**src/rtl/addr_alu_pkg.sv**
```systemverilog
package addr_alu_pkg;

    localparam int ADDR_W   = 16;
    localparam int OFFS_W   = 8;

    typedef enum logic [2:0] {
        OP_IDLE      = 3'd0,
        OP_ADD_PAIR  = 3'd1,
        OP_SP_OFFSET = 3'd2,
        OP_HL_SPOFF  = 3'd3,
        OP_PAIR_INC  = 3'd4,
        OP_PAIR_DEC  = 3'd5,
        OP_PUSH_ADJ  = 3'd6,
        OP_POP_ADJ   = 3'd7
    } op_e;

    typedef enum logic [1:0] {
        DST_NONE = 2'd0,
        DST_HL   = 2'd1,
        DST_SP   = 2'd2,
        DST_PAIR = 2'd3
    } dst_e;

    typedef struct packed {
        logic zero;
        logic sub;
        logic half;
        logic carry;
    } flags_t;

endpackage

```
**src/rtl/aau_pair_adder.sv**
```systemverilog
module aau_pair_adder #(
    parameter int W = 16
) (
    input  logic [W-1:0] a_in,
    input  logic [W-1:0] b_in,
    output logic [W-1:0] sum_out,
    output logic         mid_carry,
    output logic         top_carry
);
    localparam int MID = W - 4;

    logic [W:0] full;

    always_comb begin
        full      = {1'b0, a_in} + {1'b0, b_in};
        sum_out   = full[W-1:0];
        top_carry = full[W];
        mid_carry = full[MID] ^ a_in[MID] ^ b_in[MID];
    end

    always_comb begin
        if (a_in == '0)
            AST_ADD_IDENTITY: assert (sum_out == b_in && !mid_carry && !top_carry);
    end
endmodule

```
**src/rtl/aau_offset_adder.sv**
```systemverilog
module aau_offset_adder #(
    parameter int W    = 16,
    parameter int OFFW = 8
) (
    input  logic [W-1:0]    base_in,
    input  logic [OFFW-1:0] off_in,
    output logic [W-1:0]    sum_out,
    output logic            low_half,
    output logic            low_carry
);
    localparam int HALF = OFFW / 2;

    logic [W-1:0] ext_off;

    always_comb begin
        ext_off   = {{(W-OFFW){off_in[OFFW-1]}}, off_in};
        sum_out   = base_in + ext_off;
        low_half  = sum_out[HALF] ^ base_in[HALF] ^ ext_off[HALF];
        low_carry = sum_out[OFFW] ^ base_in[OFFW] ^ ext_off[OFFW];
    end

    always_comb begin
        if (off_in == '0)
            AST_ZERO_OFFSET: assert (sum_out == base_in && !low_half && !low_carry);
    end
endmodule

```
**src/rtl/aau_step_unit.sv**
```systemverilog
module aau_step_unit #(
    parameter int W = 16
) (
    input  logic [W-1:0] value_in,
    input  logic         down,
    input  logic         double_step,
    output logic [W-1:0] value_out
);
    logic [W-1:0] step;

    always_comb begin
        step      = double_step ? W'(2) : W'(1);
        value_out = down ? (value_in - step) : (value_in + step);
    end

    always_comb begin
        AST_STEP_DIFF: assert ((down ? (value_in - value_out) : (value_out - value_in)) != '0);
    end
endmodule

```
**src/rtl/addr_step_alu.sv**
```systemverilog
module addr_step_alu
    import addr_alu_pkg::*;
#(
    parameter int DATA_W = ADDR_W,
    parameter int OFF_W  = OFFS_W
) (
    input  logic [2:0]        op_sel,
    input  logic [DATA_W-1:0] hl_in,
    input  logic [DATA_W-1:0] sp_in,
    input  logic [DATA_W-1:0] pair_in,
    input  logic [OFF_W-1:0]  offset_in,
    input  logic [3:0]        flags_in,
    output logic [DATA_W-1:0] result_out,
    output logic [1:0]        dest_out,
    output logic [3:0]        flags_out
);
    op_e    op;
    flags_t fin;
    flags_t fout;
    dst_e   dst;

    logic [DATA_W-1:0] add_sum;
    logic              add_mid;
    logic              add_top;
    logic [DATA_W-1:0] off_sum;
    logic              off_half;
    logic              off_carry;
    logic [DATA_W-1:0] step_src;
    logic [DATA_W-1:0] step_res;
    logic              step_down;
    logic              step_two;

    assign op  = op_e'(op_sel);
    assign fin = flags_t'(flags_in);

    aau_pair_adder #(.W(DATA_W)) u_pair_add (
        .a_in      (hl_in),
        .b_in      (pair_in),
        .sum_out   (add_sum),
        .mid_carry (add_mid),
        .top_carry (add_top)
    );

    aau_offset_adder #(.W(DATA_W), .OFFW(OFF_W)) u_off_add (
        .base_in   (sp_in),
        .off_in    (offset_in),
        .sum_out   (off_sum),
        .low_half  (off_half),
        .low_carry (off_carry)
    );

    always_comb begin
        step_two  = (op == OP_PUSH_ADJ) || (op == OP_POP_ADJ);
        step_down = (op == OP_PUSH_ADJ) || (op == OP_PAIR_DEC);
        step_src  = step_two ? sp_in : pair_in;
    end

    aau_step_unit #(.W(DATA_W)) u_step (
        .value_in    (step_src),
        .down        (step_down),
        .double_step (step_two),
        .value_out   (step_res)
    );

    always_comb begin
        result_out = '0;
        dst        = DST_NONE;
        fout       = fin;
        unique case (op)
            OP_IDLE: begin
                result_out = '0;
            end
            OP_ADD_PAIR: begin
                result_out = add_sum;
                dst        = DST_HL;
                fout.sub   = 1'b0;
                fout.half  = add_mid;
                fout.carry = add_top;
            end
            OP_SP_OFFSET, OP_HL_SPOFF: begin
                result_out = off_sum;
                dst        = (op == OP_SP_OFFSET) ? DST_SP : DST_HL;
                fout.zero  = 1'b0;
                fout.sub   = 1'b0;
                fout.half  = off_half;
                fout.carry = off_carry;
            end
            OP_PAIR_INC, OP_PAIR_DEC: begin
                result_out = step_res;
                dst        = DST_PAIR;
            end
            OP_PUSH_ADJ, OP_POP_ADJ: begin
                result_out = step_res;
                dst        = DST_SP;
            end
            default: begin
                result_out = '0;
            end
        endcase
        dest_out  = dst;
        flags_out = fout;
    end

    always_comb begin
        if (op == OP_PAIR_INC || op == OP_PAIR_DEC)
            AST_INCDEC_FLAGS: assert (flags_out == flags_in);
        if (op == OP_SP_OFFSET || op == OP_HL_SPOFF)
            AST_OFFSET_ZN_CLEAR: assert (flags_out[3:2] == 2'b00);
        if (op == OP_ADD_PAIR)
            AST_ADDPAIR_ZERO_KEPT: assert (flags_out[3] == flags_in[3] && !flags_out[2]);
        if (op == OP_PUSH_ADJ)
            AST_PUSH_LOWERS: assert (DATA_W'(result_out + DATA_W'(2)) == sp_in);
        if (op == OP_POP_ADJ)
            AST_POP_RAISES: assert (DATA_W'(result_out - DATA_W'(2)) == sp_in);
        AST_IDLE_NO_DEST: assert ((dest_out == 2'd0) == (op_sel == 3'd0));
    end
endmodule

```
**config.mk**
```make
export PLATFORM = sky130hd
export DESIGN_NAME = addr_step_alu
export DESIGN_NICKNAME = d
export VERILOG_FILES = /design/src/rtl/addr_alu_pkg.sv /design/src/rtl/aau_pair_adder.sv /design/src/rtl/aau_offset_adder.sv /design/src/rtl/aau_step_unit.sv /design/src/rtl/addr_step_alu.sv
export SDC_FILE = /design/constraint.sdc
export NUM_CORES = 1
export LEC_CHECK = 0
export ABC_AREA = 1
export BUFFER_PORTS_ARGS = -buffer_cell sky130_fd_sc_hd__buf_2
export CAP_MARGIN = 20
export CORE_ASPECT_RATIO = 1.1
export CORE_MARGIN = 3
export CORE_UTILIZATION = 45
export DETAILED_ROUTE_END_ITERATION = 8
export PLACE_DENSITY = 0.69
export SLEW_MARGIN = 20
export SYNTH_ARGS = -nofsm -noshare
export SYNTH_HDL_FRONTEND = slang
export SYNTH_HIERARCHICAL = 1
export SYNTH_SLANG_ARGS = --single-unit
```
**constraint.sdc**
```tcl
create_clock -name vclk -period 2.7
set_input_delay 0.135 -clock vclk [all_inputs]
set_output_delay 0.135 -clock vclk [all_outputs]
set_load 0.02 [all_outputs]
```
==> results by stage, run 1 <==
Logic synthesis:
- Yosys mapped the design onto 32 distinct sky130hd cell types.
- The average instance in the mapped netlist occupies 5.03 sq um.
- Synthesis produced a netlist whose cell count is 710.
- During synthesis, Yosys emitted a total of 6 warnings.
- The sequential area share after synthesis is 0%.
- The post-synthesis net count is 822.
- The mapped netlist covers 0.00357 sq mm.

Floorplan:
- The count of boundary I/O pins is 85.
- The starting utilization of the core area is 47.1%.
- The height of the chip is 99.5 um.
- The floorplan has 33 rows.
- From left edge to right edge, the die measures 91.0 um.
- The floorplan step defined a die boundary enclosing 0.00905 sq mm.
- The total core area is 0.00760 sq mm.

Routing:
- In the routed design, unresolved DRC markers number 0.
- In the routed layout, each cell is associated on average with a via count of 4.95.
- The number of vias after detailed routing is 4,436.
- For this block, the initial DRC count from the detailed router was 196.
- For this run, the detailed router's first-pass iteration total came to 5.
- The number of antenna-violating nets in the routed design is 0.
- Wires add up to 10,500 um.
- The post-detailed-route wirelength per cell is 11.7 um.

STA:
- The slew at the pin closest to its max-slew limit is 437 ps.
- In the finished design, the share of the clock period the worst path needs comes to 91.6%.
- The setup TNS is 0 ps.
- The worst slew margin relative to its limit is 70.8%.
- The total count of max-transition violations in the final report is 0.
- Static timing analysis puts the maximum clock frequency at 404 MHz.
- Setup repair after global routing left no endpoint under its margin.
- The number of setup violations in the final report is 0.
- The final hold violation count came to 0.
- The worst path needs 2470 ps of the cycle, external delays included.

Power:
- Dividing total power by cell area gives a power density of 259 mW/mm^2.
- The worst voltage drop across the vdd grid is 0.123 mV.
- The static leakage power is 2.74 nW.

Layout:
- The final layout contains a sequential cell count of 0.
- The commonest non-fill, non-tap cell in the layout is sky130_fd_sc_hd__nand2_1.
- From synthesis to final layout, the design area changed by 15.2%.
- The layout has 0 clock buffers.
- The repair_antennas step left the layout with diodes totalling 0.
- The total number of nets in the final design is 906.
- Leaving out fill and tap cells, the most frequent cells in the layout are sky130_fd_sc_hd__nand2_1, sky130_fd_sc_hd__inv_1, sky130_fd_sc_hd__buf_2, sky130_fd_sc_hd__nand3_1, sky130_fd_sc_hd__ha_1.
- Across the whole layout, storage elements account for 0 sq um.
- Fill cells in the final layout number 881.
- The finished layout holds 897 standard cells, fillers aside.
- Cells with a size suffix above 1 make up 15.7% of the layout.
- In the final layout, the multi-input gates occupy 0.00305 sq mm.

Setup path:
- The critical path goes through buf_2 -> nand2_2 -> inv_2 -> nand2_1 -> nand2_1 -> inv_1 -> ha_1 -> fa_1 -> inv_1 -> nand4_1 -> nand2_1 -> nand2_1 -> nand2_1 -> nand2_1 -> nand2_1 -> nand2_1 -> nand2_1 -> inv_1 -> nand2_1 -> buf_2.
- The critical path crosses 20 cells after its start point.
- The data arrival time at the worst-slack endpoint is 2340 ps.
- In this run the worst setup path terminates at result_out[10].
- The critical path starts at op_sel[2].
- Grouping stages by cell kind, the critical path spends the most delay in simple AND/OR/NAND/NOR gates.
- The largest individual stage delay along the critical path comes from the cell sky130_fd_sc_hd__fa_1.
- The largest single stage delay on the critical path is 400 ps.
- The cell that appears most often on the critical path is sky130_fd_sc_hd__nand2_1.
- STA classifies the critical path startpoint as an input port.
- Of all nets on the critical path, the largest fanout is 12.
- The endpoint kind of the worst setup timing path is a primary output.
- The required time of the critical path is 2570 ps.
- The kind of critical path is input port to primary output.
- The critical path contains buffers and inverters numbering 6 combined.

Worst hold path:
- The min-delay analysis places its worst path in the category input port to primary output.

Placed design:
- The routability congestion estimate is 0.923.
- The sum of net half-perimeters after detailed placement is 9230 um.
- The number of placed cells counting well taps is 897.
- Buffers placed on the I/O ports in this run total 85.

GRT:
- The via count of the first global-routing pass is 4,148.
- Summed over all layers, the global routing overflow is 0.
- The initial antenna violation count came to 0.
- The first-pass GRT wire length is 17,800 um.
- In the global route stage, overall resource usage came out at 22.7%.
- The pin count of the biggest net entering global routing is 23.

Run:
- Max-cap violations in this run came to 0.

Clock tree:
- For this design, the CTS-stage hold fixing added 0 buffers.
- The number of setup buffers added after CTS is 0.
- The post-cts repair resize count is 0.

Run status:
- The flow ran to the end, and the final reports show no timing, DRC or antenna violations.
## Yosys cell counts (2+ instances only)
cell                       count  area [sq um]
sky130_fd_sc_hd__o21ai_0      10          50.1
sky130_fd_sc_hd__nor3_1        4          20.0
sky130_fd_sc_hd__fa_1          3          60.1
sky130_fd_sc_hd__a21oi_2       4          35.0
sky130_fd_sc_hd__nand3b_1      3          22.5
sky130_fd_sc_hd__nand2_4       3          33.8
sky130_fd_sc_hd__ha_1         46           576
sky130_fd_sc_hd__nand4_1       8          50.1
sky130_fd_sc_hd__buf_2         5          25.0
sky130_fd_sc_hd__nand3_2       4          40.0
sky130_fd_sc_hd__buf_6         2          22.5
sky130_fd_sc_hd__a21oi_1      34           170
sky130_fd_sc_hd__nor2_4        2          22.5
sky130_fd_sc_hd__inv_2         4          15.0
sky130_fd_sc_hd__nand2_2      12          75.1
sky130_fd_sc_hd__nand3_1      53           265
sky130_fd_sc_hd__nand2_1     324          1220
sky130_fd_sc_hd__nor2_1       35           131
sky130_fd_sc_hd__xnor2_1      10          87.6
sky130_fd_sc_hd__inv_1       119           447
sky130_fd_sc_hd__xor2_1       14           123
## worst min path at each step
stage / startpoint / end / cells after the start
final: flags_in[3] / flags_out[3] / 4
after global routing: flags_in[3] / flags_out[3] / 4
after CTS: flags_in[3] / flags_out[3] / 4
after detailed placement: flags_in[3] / flags_out[3] / 4
after global placement: flags_in[3] / flags_out[3] / 4
after floorplan: flags_in[3] / flags_out[3] / 2
## logic make-up (layout without fill, tap and decap cells)
kind of cell / Yosys count / in the layout / share of synthesized area (%)
AOI/OAI and AO/OA: 51 / 51 / 7.77
and+or+nand+nor: 453 / 453 / 53.6
xor gates and xnor gates: 25 / 25 / 6.34
adders and majority gates: 49 / 49 / 17.8
buffers and inverters: 132 / 214 / 14.6
## cell type report
cell class / instances / share of cell area [%]
inverters: 123 / 11.2
repair buffers: 91 / 11.4
well taps: 105 / 3.19
multi-input cells: 578 / 74.2
## per-stage QoR
stage | util (%) | area [sq um] | power (W) | setup WS (ps) | hold slack (ps)
2_1_floorplan | - | 3570 | 0.000776 | 217 | 389
5_1_grt | 54.2 | 4120 | 0.00121 | 18.4 | 608
6_report | 54.2 | 4120 | 0.00106 | 226 | 584
3_3_place_gp | 54.2 | 4120 | 0.00104 | 233 | 579
3_5_place_dp | 54.2 | 4120 | 0.00105 | 248 | 587
4_1_cts | 54.2 | 4120 | 0.00106 | 230 | 588
## power breakdown
group	internal, W	switching (W)	leakage [nW]	total [W]
Sequential	0	0	0	0
Combinational	0.000388	0.000677	2.74	0.00106
Clock	0	0	0	0
Total	0.000388	0.000677	2.74	0.00106
## layer usage
layer  track usage (%)  share of wire [%]  vias to the layer above  routed length (um)
li1                  -                  -                     2364                   -
met1              29.6                 46                     1950                4870
met2              42.6                 48                      114                5010
met3             0.983                4.9                        8                 520
met4              2.67                1.1                        0                 118
met5                 0                  0                        -                   0
Power figures use the tool's default switching activity.
==> inputs of run 2 (changes only) <==
CORE_ASPECT_RATIO = 2   (was 1.1)
CORE_UTILIZATION = 52   (was 45)
MAX_ROUTING_LAYER = met4   (was not set)
PLACE_DENSITY = 0.78   (was 0.69)
==> run 2 against run 1 <==
Via count up 1.6%. Maximum frequency shrank 0.42%. First-iteration DRC count rose by 35%. Design area down 0.52%. Non-clock buffer count unchanged. Wire length up 3.2%. Critical endpoint is now result_out[12]. Largest power group unchanged.
==> results by stage, run 2 (synthesis results as in run 1) <==
Run status:
- Run status: complete, no violations (unchanged).

Layout:
- The area added between synthesis and finish came to 14.6% (was 15.2%).
- The total number of nets in the final design is 906 (unchanged).
- The fraction of the core area covered by cells at the end of the flow came to 61.9% (was 54.2%).
- The total non-filler cell area in the finished layout was 0.00410 sq mm (was 0.00412 sq mm).
- The number of flip-flops and latches is 0 (unchanged).
- The final non-filler cell total is 880 (was 897).
- The count of antenna diodes in the layout is 0 (unchanged).
- The filler cell count was 719 (was 881).
- The footprint of the flip-flops and latches is 0 sq um (unchanged).
- Most frequent cells in the layout: sky130_fd_sc_hd__nand2_1, sky130_fd_sc_hd__inv_1, sky130_fd_sc_hd__buf_2, sky130_fd_sc_hd__nand3_1, sky130_fd_sc_hd__ha_1 (unchanged).
- The number of clock buffer instances in the layout came to 0 (unchanged).
- The commonest non-fill, non-tap cell in the layout is sky130_fd_sc_hd__nand2_1 (unchanged).
- The share of post-route cells with drive strength above 1 is 15.7% (unchanged).

STA:
- The time the worst path needs with I/O delays and setup was 2480 ps (was 2470 ps).
- The final hold violation count is 0 (unchanged).
- The slew at the pin closest to its max-slew limit is 426 ps (was 437 ps).
- The number of setup violations in the final report is 0 (unchanged).
- The share of the clock period used by the worst path is 92.0% (was 91.6%).
- The total count of max-transition violations in the final report came to 0 (unchanged).
- The top achievable clock speed came to 402 MHz (was 404 MHz).
- RSZ-0062 raised after global routing: false (unchanged).
- The worst slew margin relative to its limit was 71.5% (was 70.8%).
- The setup TNS is 0 ps (unchanged).

GRT:
- The first-pass GRT wire length came to 17,400 um (was 17,800 um).
- The initial antenna violation count is 0 (unchanged).
- The via count of the first global-routing pass is 4,216 (was 4,148).
- The pin count of the biggest net entering global routing is 23 (unchanged).
- The total overflow reported by the global router is 0 (unchanged).
- The total routing resource utilization after global routing is 27.4% (was 22.7%).

Power:
- The total internal power was 0.000389 W (was 0.000388 W).
- The worst voltage drop across the vdd grid is 0.145 mV (was 0.123 mV).
- The switching power of the nets was 0.000686 W (was 0.000677 W).
- The part of the power in the clock network was 0% (about the same).
- The static leakage power is 2.74 nW (unchanged).
- The part of the total power dissipated in combinational logic is 100.0% (about the same).
- The power density over the cells is 262 mW/mm^2 (was 259 mW/mm^2).
- The total design power is 0.00108 W (was 0.00106 W).
- The switching share of power is 63.8% (was 63.6%).
- The sequential cell fraction of total power is 0% (about the same).

Routing:
- The total wirelength of the detailed-routed design is 10,900 um (was 10,500 um).
- The ratio of routed vias to standard cells is 5.12 (was 4.95).
- The detailed router's first-iteration violation count is 265 (was 196).
- The post-detailed-route wirelength per cell was 12.3 um (was 11.7 um).
- The number of antenna-violating nets in the routed design is 0 (unchanged).
- The number of vias after detailed routing is 4,508 (was 4,436).
- The first-pass iteration count of the detailed router is 5 (unchanged).
- The DRC violations left is 0 (unchanged).

Clock tree:
- The post-cts repair resize count is 0 (unchanged).
- The post-CTS repair timing setup buffer count is 0 (unchanged).
- The number of buffers inserted by hold repair at cts is 0 (unchanged).

Placed design:
- The routability congestion estimate is 0.927 (was 0.923).
- The sum of net half-perimeters after detailed placement is 9540 um (was 9230 um).
- The standard cell area after detailed placement was 0.00410 sq mm (was 0.00412 sq mm).
- The count of buffers inserted at the top-level ports is 85 (unchanged).
- The number of placed cells counting well taps is 880 (was 897).

Floorplan:
- The total core area is 0.00662 sq mm (was 0.00760 sq mm).
- The total die area is 0.00797 sq mm (was 0.00905 sq mm).
- The starting utilization of the core area came to 54.0% (was 47.1%).
- The height of the chip is 123 um (was 99.5 um).
- The number of placement rows is 42 (was 33).
- The horizontal die dimension is 64.6 um (was 91.0 um).
- The count of boundary I/O pins was 85 (unchanged).

Setup path:
- The data arrival time at the worst-slack endpoint is 2350 ps (was 2340 ps).
- The maximum fanout encountered on the critical timing path is 11 (was 12).
- The required time of the critical path is 2570 ps (about the same).
- The kind of launch point of the worst setup path is an input port (unchanged).
- The kind of critical path is input port to primary output (unchanged).
- The endpoint kind of the worst setup timing path is a primary output (unchanged).

Run:
- The number of maximum-capacitance constraint violations was 0 (unchanged).

Worst hold path:
- The class of the tightest hold or removal check is input port to primary output (unchanged).
## run 2: cell counts in the layout (fill, tap and decap cells not counted)
Identical to the previous run, type by type.
## run 2: cell type report
type	count	area [sq um]	area share, %
Tap cell	88	110	2.69
Timing Repair Buffer	91	470	11.5
Inverter	123	462	11.3
Multi-Input combinational cell	578	3050	74.6
## run 2: power by group through the flow
stage                     Combinational, W  Clock, W  Sequential, W
after detailed placement           0.00106         0              0
after global routing               0.00121         0              0
after global placement             0.00104         0              0
after CTS                          0.00107         0              0
after floorplan                   0.000776         0              0
final                              0.00108         0              0
## run 2: per-layer routing
layer	track usage (%)	vias up	wire length [um]
li1	-	2369	-
met1	26.1	1980	3960
met2	55.4	121	6030
met3	0.818	38	375
met4	12.1	0	484
met5	-	-	0
## run 2: through the flow
stage | hold WS (ps) | setup WS [ps]
6_report | 571 | 215
5_1_grt | 582 | 10.4
4_1_cts | 571 | 242
3_5_place_dp | 570 | 251
3_3_place_gp | 566 | 330
2_1_floorplan | 389 | 217
## run 2: worst paths after layout
path              cells past startpoint              to  slack [ps]        start
hold / removal                        4    flags_out[2]         570  flags_in[2]
setup / recovery                     20  result_out[12]         220    op_sel[1]
## run 2: worst max-delay path, stage by stage
cell	delay, ps
sky130_fd_sc_hd__buf_2	210
sky130_fd_sc_hd__nand2_2	100
sky130_fd_sc_hd__inv_2	110
sky130_fd_sc_hd__nand2_1	60
sky130_fd_sc_hd__nand2_1	50
sky130_fd_sc_hd__inv_1	40
sky130_fd_sc_hd__ha_1	220
sky130_fd_sc_hd__fa_1	420
sky130_fd_sc_hd__inv_1	110
sky130_fd_sc_hd__nand3_1	70
sky130_fd_sc_hd__nand3_1	140
sky130_fd_sc_hd__nand3_1	130
sky130_fd_sc_hd__nand3_1	90
sky130_fd_sc_hd__nand2_1	50
sky130_fd_sc_hd__nand2_1	50
sky130_fd_sc_hd__nand2_1	50
sky130_fd_sc_hd__nand2_1	60
sky130_fd_sc_hd__inv_1	40
sky130_fd_sc_hd__nand2_1	50
sky130_fd_sc_hd__buf_2	160
